===== config.mk =====
export PLATFORM = sky130hd
export DESIGN_NAME = timer_unit
export DESIGN_NICKNAME = d
export VERILOG_FILES = /design/src/rtl/tmr_pkg.sv /design/src/rtl/tmr_divider.sv /design/src/rtl/tmr_edges.sv /design/src/rtl/tmr_counter.sv /design/src/rtl/timer_unit.sv
export SDC_FILE = /design/constraint.sdc
export NUM_CORES = 1
export LEC_CHECK = 0
export ABC_CLOCK_PERIOD_IN_PS = 4600
export BUFFER_PORTS_ARGS = -buffer_cell sky130_fd_sc_hd__buf_2
export CORE_ASPECT_RATIO = 1.1
export CORE_MARGIN = 2
export CORE_UTILIZATION = 50
export DETAILED_ROUTE_END_ITERATION = 7
export HOLD_SLACK_MARGIN = 0.05
export PLACE_DENSITY = 0.7
export SLEW_MARGIN = 20
export SYNTH_ARGS = -nofsm -noshare
export SYNTH_HDL_FRONTEND = slang
export SYNTH_SLANG_ARGS = --single-unit

===== constraint.sdc =====
create_clock -name clk -period 4.6 [get_ports clk]
set_input_delay 0.46 -clock clk [delete_from_list [all_inputs] [get_ports clk]]
set_output_delay 0.46 -clock clk [all_outputs]
set_load 0.05 [all_outputs]

===== src/rtl/tmr_pkg.sv =====
package tmr_pkg;
  typedef enum logic [1:0] {
    RL_RUN  = 2'd0,
    RL_PEND = 2'd1,
    RL_DONE = 2'd2
  } reload_e;

  typedef enum logic [1:0] {
    A_DIV = 2'd0,
    A_CNT = 2'd1,
    A_MOD = 2'd2,
    A_CTL = 2'd3
  } addr_e;

  localparam int CTL_W  = 3;
  localparam int CTL_EN = 2;
  localparam int N_TAPS = 4;

  // divider bit watched for each select code
  function automatic int tap_index(input logic [1:0] sel);
    return (sel == 2'd0) ? 9 : (2 * int'(sel) + 1);
  endfunction
endpackage


===== src/rtl/tmr_divider.sv =====
module tmr_divider #(
  parameter int DIV_W    = 16,
  parameter int STEP_INC = 4
) (
  input  logic             clk,
  input  logic             rst_n,
  input  logic             step,
  input  logic             clr,
  output logic [DIV_W-1:0] div_q,
  output logic [DIV_W-1:0] div_d
);
  // a clear takes priority over the step advance
  always_comb begin
    if (clr)       div_d = '0;
    else if (step) div_d = div_q + DIV_W'(STEP_INC);
    else           div_d = div_q;
  end

  always_ff @(posedge clk or negedge rst_n) begin
    if (!rst_n) div_q <= '0;
    else        div_q <= div_d;
  end
endmodule


===== src/rtl/tmr_edges.sv =====
module tmr_edges
  import tmr_pkg::*;
#(
  parameter int DIV_W   = 16,
  parameter int FS_NORM = 12,
  parameter int FS_FAST = 13
) (
  input  logic             clk,
  input  logic             rst_n,
  input  logic [DIV_W-1:0] div_q,
  input  logic [DIV_W-1:0] div_d,
  input  logic [CTL_W-1:0] ctl_q,
  input  logic [CTL_W-1:0] ctl_d,
  input  logic             double_speed,
  output logic             cnt_tick,
  output logic             fs_fall,
  output logic             fs_rise
);
  logic [N_TAPS-1:0] tap_now, tap_next;

  for (genvar s = 0; s < N_TAPS; s++) begin : g_tap
    localparam int TB = tap_index(2'(s));
    assign tap_now[s]  = div_q[TB];
    assign tap_next[s] = div_d[TB];
  end

  logic gate_now, gate_next;
  assign gate_now  = ctl_q[CTL_EN] & tap_now[ctl_q[1:0]];
  assign gate_next = ctl_d[CTL_EN] & tap_next[ctl_d[1:0]];
  // covers plain stepping, divider clears and control rewrites alike
  assign cnt_tick  = gate_now & ~gate_next;

  logic fs_now, fs_next;
  assign fs_now  = double_speed ? div_q[FS_FAST] : div_q[FS_NORM];
  assign fs_next = double_speed ? div_d[FS_FAST] : div_d[FS_NORM];

  always_ff @(posedge clk or negedge rst_n) begin
    if (!rst_n) begin
      fs_fall <= 1'b0;
      fs_rise <= 1'b0;
    end else begin
      fs_fall <= fs_now & ~fs_next;
      fs_rise <= ~fs_now & fs_next;
    end
  end

  logic unused_div_bits;
  assign unused_div_bits = ^{div_q, div_d};
endmodule


===== src/rtl/tmr_counter.sv =====
module tmr_counter
  import tmr_pkg::*;
#(
  parameter int CNT_W = 8
) (
  input  logic             clk,
  input  logic             rst_n,
  input  logic             step,
  input  logic             tick,
  input  logic             wr_cnt,
  input  logic             wr_mod,
  input  logic [CNT_W-1:0] wr_data,
  output logic [CNT_W-1:0] cnt_q,
  output logic [CNT_W-1:0] mod_q,
  output reload_e          st_q,
  output logic             irq_q
);
  logic [CNT_W-1:0] cnt_d, mod_d;
  reload_e          st_d;
  logic             irq_d;

  always_comb begin
    st_d  = st_q;
    cnt_d = cnt_q;
    mod_d = mod_q;
    irq_d = 1'b0;
    // reload sequence moves first within a step
    if (step) begin
      case (st_q)
        RL_PEND: begin irq_d = 1'b1; st_d = RL_DONE; end
        RL_DONE: st_d = RL_RUN;
        default: ;
      endcase
    end
    if (tick) begin
      if (cnt_q == '1) begin
        cnt_d = mod_q;
        st_d  = RL_PEND;
      end else begin
        cnt_d = cnt_q + 1'b1;
      end
    end
    if (wr_mod) begin
      mod_d = wr_data;
      if (st_q == RL_DONE) cnt_d = wr_data;
    end
    if (wr_cnt) begin
      cnt_d = wr_data;
      if (st_q == RL_PEND) begin
        st_d  = RL_RUN;
        irq_d = 1'b0;
      end else if (st_d == RL_PEND) begin
        st_d = RL_RUN;
      end
    end
  end

  always_ff @(posedge clk or negedge rst_n) begin
    if (!rst_n) begin
      cnt_q <= '0;
      mod_q <= '0;
      st_q  <= RL_RUN;
      irq_q <= 1'b0;
    end else begin
      cnt_q <= cnt_d;
      mod_q <= mod_d;
      st_q  <= st_d;
      irq_q <= irq_d;
    end
  end
endmodule


===== src/rtl/timer_unit.sv =====
module timer_unit
  import tmr_pkg::*;
#(
  parameter int DIV_W    = 16,
  parameter int CNT_W    = 8,
  parameter int STEP_INC = 4,
  parameter int FS_NORM  = 12,
  parameter int FS_FAST  = 13
) (
  input  logic             clk,
  input  logic             rst_n,
  input  logic             step,
  input  logic             double_speed,
  input  logic             wr_en,
  input  logic [1:0]       wr_addr,
  input  logic [CNT_W-1:0] wr_data,
  input  logic [1:0]       rd_addr,
  output logic [CNT_W-1:0] rd_data,
  output logic             timer_irq,
  output logic             fs_tick,
  output logic             fs_tick_alt
);
  localparam int PAD_W = CNT_W - CTL_W;

  logic wr_div, wr_cnt, wr_mod, wr_ctl;
  assign wr_div = wr_en && (wr_addr == A_DIV);
  assign wr_cnt = wr_en && (wr_addr == A_CNT);
  assign wr_mod = wr_en && (wr_addr == A_MOD);
  assign wr_ctl = wr_en && (wr_addr == A_CTL);

  logic [CTL_W-1:0] ctl_q, ctl_d;
  assign ctl_d = wr_ctl ? wr_data[CTL_W-1:0] : ctl_q;

  always_ff @(posedge clk or negedge rst_n) begin
    if (!rst_n) ctl_q <= '0;
    else        ctl_q <= ctl_d;
  end

  logic [DIV_W-1:0] div_q, div_d;
  logic             cnt_tick;
  logic [CNT_W-1:0] cnt_q, mod_q;
  reload_e          rl_state;

  tmr_divider #(.DIV_W(DIV_W), .STEP_INC(STEP_INC)) u_div (
    .clk   (clk),
    .rst_n (rst_n),
    .step  (step),
    .clr   (wr_div),
    .div_q (div_q),
    .div_d (div_d)
  );

  tmr_edges #(.DIV_W(DIV_W), .FS_NORM(FS_NORM), .FS_FAST(FS_FAST)) u_edges (
    .clk          (clk),
    .rst_n        (rst_n),
    .div_q        (div_q),
    .div_d        (div_d),
    .ctl_q        (ctl_q),
    .ctl_d        (ctl_d),
    .double_speed (double_speed),
    .cnt_tick     (cnt_tick),
    .fs_fall      (fs_tick),
    .fs_rise      (fs_tick_alt)
  );

  tmr_counter #(.CNT_W(CNT_W)) u_cnt (
    .clk     (clk),
    .rst_n   (rst_n),
    .step    (step),
    .tick    (cnt_tick),
    .wr_cnt  (wr_cnt),
    .wr_mod  (wr_mod),
    .wr_data (wr_data),
    .cnt_q   (cnt_q),
    .mod_q   (mod_q),
    .st_q    (rl_state),
    .irq_q   (timer_irq)
  );

  always_comb begin
    case (rd_addr)
      A_DIV:   rd_data = div_q[DIV_W-1 -: CNT_W];
      A_CNT:   rd_data = cnt_q;
      A_MOD:   rd_data = mod_q;
      default: rd_data = {{PAD_W{1'b0}}, ctl_q};
    endcase
  end
endmodule


==> run summary <==
EDFF count, synth: 0
CP arrival: 2.50 ns
CTS tree: done
CTS root buffer: clkbuf_8
Die area: 5220 µm²
Yosys warns: 0
1st-pass router iterations: 4
Die Y: 75.6 µm
FP Rows: 26
Register area share after synthesis: 40.8%
Worst setup SP type: flip-flop
Final setup fails: 0
Clock Path Buffers: 2
Ys async rst share: 100%
ANT nets after route: 0
Max Freq: 433 MHz
Leakage: 1.16 nW
Die width: 69.1 µm
Post-route DRC: 0
Leading area contributor after synthesis: dfrtp_1
Kind of critical path: reg2reg
Final worst path period share: 50.2%
Slew @ Worst Pin: 0.861 ns
Ratio of cells with drive above 1 in the final layout: 25.8%
Slew Limit Fails: 0
Postcts setup bufs: 0
CTS H-tree depth: 2
Initial Util: 51.2%
Post-synth top area share: 40.8%
Vias in the first global route: 1788
Clock transition at path regs: 0.08 ns
Via count: 1894
Synthesis-stage register bit count: 38
ANT cells: 0
Slew HR: 42.6%
Cts hold-fix bufs: 0
Yosys cell types: 54
Drt total wl: 5220 µm
Power per cell area: 430 nW/µm²
GR Util All Layers: 20.9%
Clk sink count: 38
Port bufs: 27
Initial antenna violation count: 0
Iter 0 DRT Violations: 83
Total of max-cap violations: 0
Post-Syn Instances: 240
Commonest register cell after synthesis: dfrtp_1
Status: complete, no violations
RSZ-0062 raised after global routing: false
Worst setup EP type: flip-flop
Average cell area after synthesis: 9.71 µm²
Core area: 4550 µm²
Post-DP HPWL: 3750 µm
Area grow syn2layout: 10.5%
Hold Fails Final Rpt: 0
Clock latency on the worst-skew pair: 0.30 ns
Remaining global-route overflow: 0
Vias per inst: 5.92
GP Congestion: 0.873
Resize count post-CTS: 0
Io pins: 28
Cell Count, Final, Fillers Out: 320
Largest net degree at the start of global routing: 39
Dpl cells: 312
Max IR drop VDD: 226 µV
Final Skew: 0.00620 ns
Post-layout nets: 282
Largest cells by area after synthesis: dfrtp_1, mux2_2, mux2i_1, nor2_1, nand2_1
Critical Path RT: 4.79 ns
CTS buffer count: 5
Fin Setup TNS: 0 ns
Post-synthesis cell area: 2330 µm²
Syn nets: 259
Crit Path Max Fanout: 18
First-pass GRT wire length: 8590 µm
Tmin final: 2.31 ns
Hold Path Class: in2async
Routed length per placed instance: 16.3 µm
[Yosys cell counts, types with 2 or more instances]
cell	instances
dfrtp_1	38
nor2_1	29
nand2_1	27
a21oi_1	14
mux2i_1	11
o21ai_0	11
mux2_2	10
nand3_1	7
xor2_1	7
clkbuf_1	6
xnor2_1	6
nand4_1	5
a31oi_1	4
and2_1	4
and3_1	4
mux4_2	4
nor3_1	4
a21bo_1	2
a21o_2	2
a221o_1	2
a31o_2	2
and4_2	2
buf_2	2
ha_1	2
inv_1	2
nor2b_1	2
nor3b_1	2
or2_2	2
or3_1	2
[placed cells by master (no fill, tap or decap), drive strengths merged, types with 4 or more instances in the layout]
cell,Yosys,final
clkbuf,7,7
and2,4,4
nand3,9,9
a21oi,14,14
nand2,28,28
mux4,4,4
and3,5,5
nor3,5,5
mux2i,11,11
buf,5,28
nand4,6,6
xnor2,6,6
xor2,7,7
a31oi,4,4
o21ai,11,11
mux2,10,10
nor2,29,29
dfrtp,38,38
[routing by layer]
layer	wire (µm)	global-route usage [%]
met2	2490	35.9
met4	85	8.50
met3	220	3.84
met5	0	0
met1	2420	26.8
[critical path, stage by stage, from the launching register on]
cell and delay, ns:
dfrtp_1 0.55, nand2_1 0.19, nor3_2 0.21, xnor2_1 0.12, o311ai_2 0.29, nand3_2 0.33
and3_1 0.26, a221o_1 0.25
[cell families (layout without fill, tap and decap cells)]
kind of cell | after synthesis | in the layout | synth area share (%)
AO/OA/AOI/OAI | 46 | 46 | 13.6
XOR/XNOR | 13 | 13 | 4.88
adder cells (fa/ha/maj) | 2 | 2 | 1.07
buffers and inverters | 14 | 38 | 2.90
flip-flops | 38 | 38 | 40.8
multiplexers | 25 | 25 | 13.4
AND/OR/NAND/NOR | 102 | 102 | 23.3
[layout make-up]
cell class	count	area (µm²)
clock buffers	7	86.3
repair buffers	28	143
fillers	421	1980
clock inverters	1	5.00
multi-input cells	188	1310
inverters	2	7.51
well taps	56	70.1
flip-flops and latches	38	951
[sequential cells by signal (all words and copies together), names as in the netlist]
signal	cells
u_cnt.irq_q	1
u_div.div_q	14
u_cnt.mod_q	8
u_cnt.cnt_q	8
u_edges.fs_rise	1
ctl_q	3
u_cnt.st_q	2
u_edges.fs_fall	1
[through the flow]
step / area (µm²) / hold slack (ns) / util [%] / worst slack (ns) / power (mW)
floorplan: 2330 / 0.164 / - / 2.05 / 0.773
global placement: 2480 / 0.483 / 54.5 / 2.25 / 0.855
detailed placement: 2480 / 0.496 / 54.5 / 2.21 / 0.868
CTS: 2570 / 0.297 / 56.5 / 2.32 / 1.11
global route: 2570 / 0.347 / 56.5 / 2.19 / 1.17
finish: 2570 / 0.268 / 56.5 / 2.29 / 1.11
[power breakdown]
part           leakage [nW]  total, mW  switching, mW  internal (mW)
Sequential            0.484      0.512          0.111          0.402
Combinational         0.623      0.352          0.199          0.154
Clock                0.0482      0.242          0.121          0.121
Total                  1.16       1.11          0.430          0.676
[path summary, 6_finish.rpt]
kind                                          startpoint                    endpoint  slack (ns)  cells past startpoint
worst max-delay path            u_div.div_q[7]$_DFF_PN0_    u_cnt.cnt_q[3]$_DFF_PN0_        2.29                      7
worst min register to register   u_cnt.st_q[1]$_DFF_PN0_       u_cnt.irq_q$_DFF_PN0_        0.51                      1
worst min-delay path                               rst_n   u_edges.fs_fall$_DFF_PN0_        0.27                      1
min in group clk                              wr_data[7]    u_cnt.cnt_q[7]$_DFF_PN0_        0.39                      3
max in group asynchronous                          rst_n  u_div.div_q[4]$_DFFE_PN0P_        3.79                      1
worst max register to register  u_div.div_q[7]$_DFF_PN0_    u_cnt.cnt_q[3]$_DFF_PN0_        2.29                      7
Note: power is estimated with default switching activity, not from simulation.
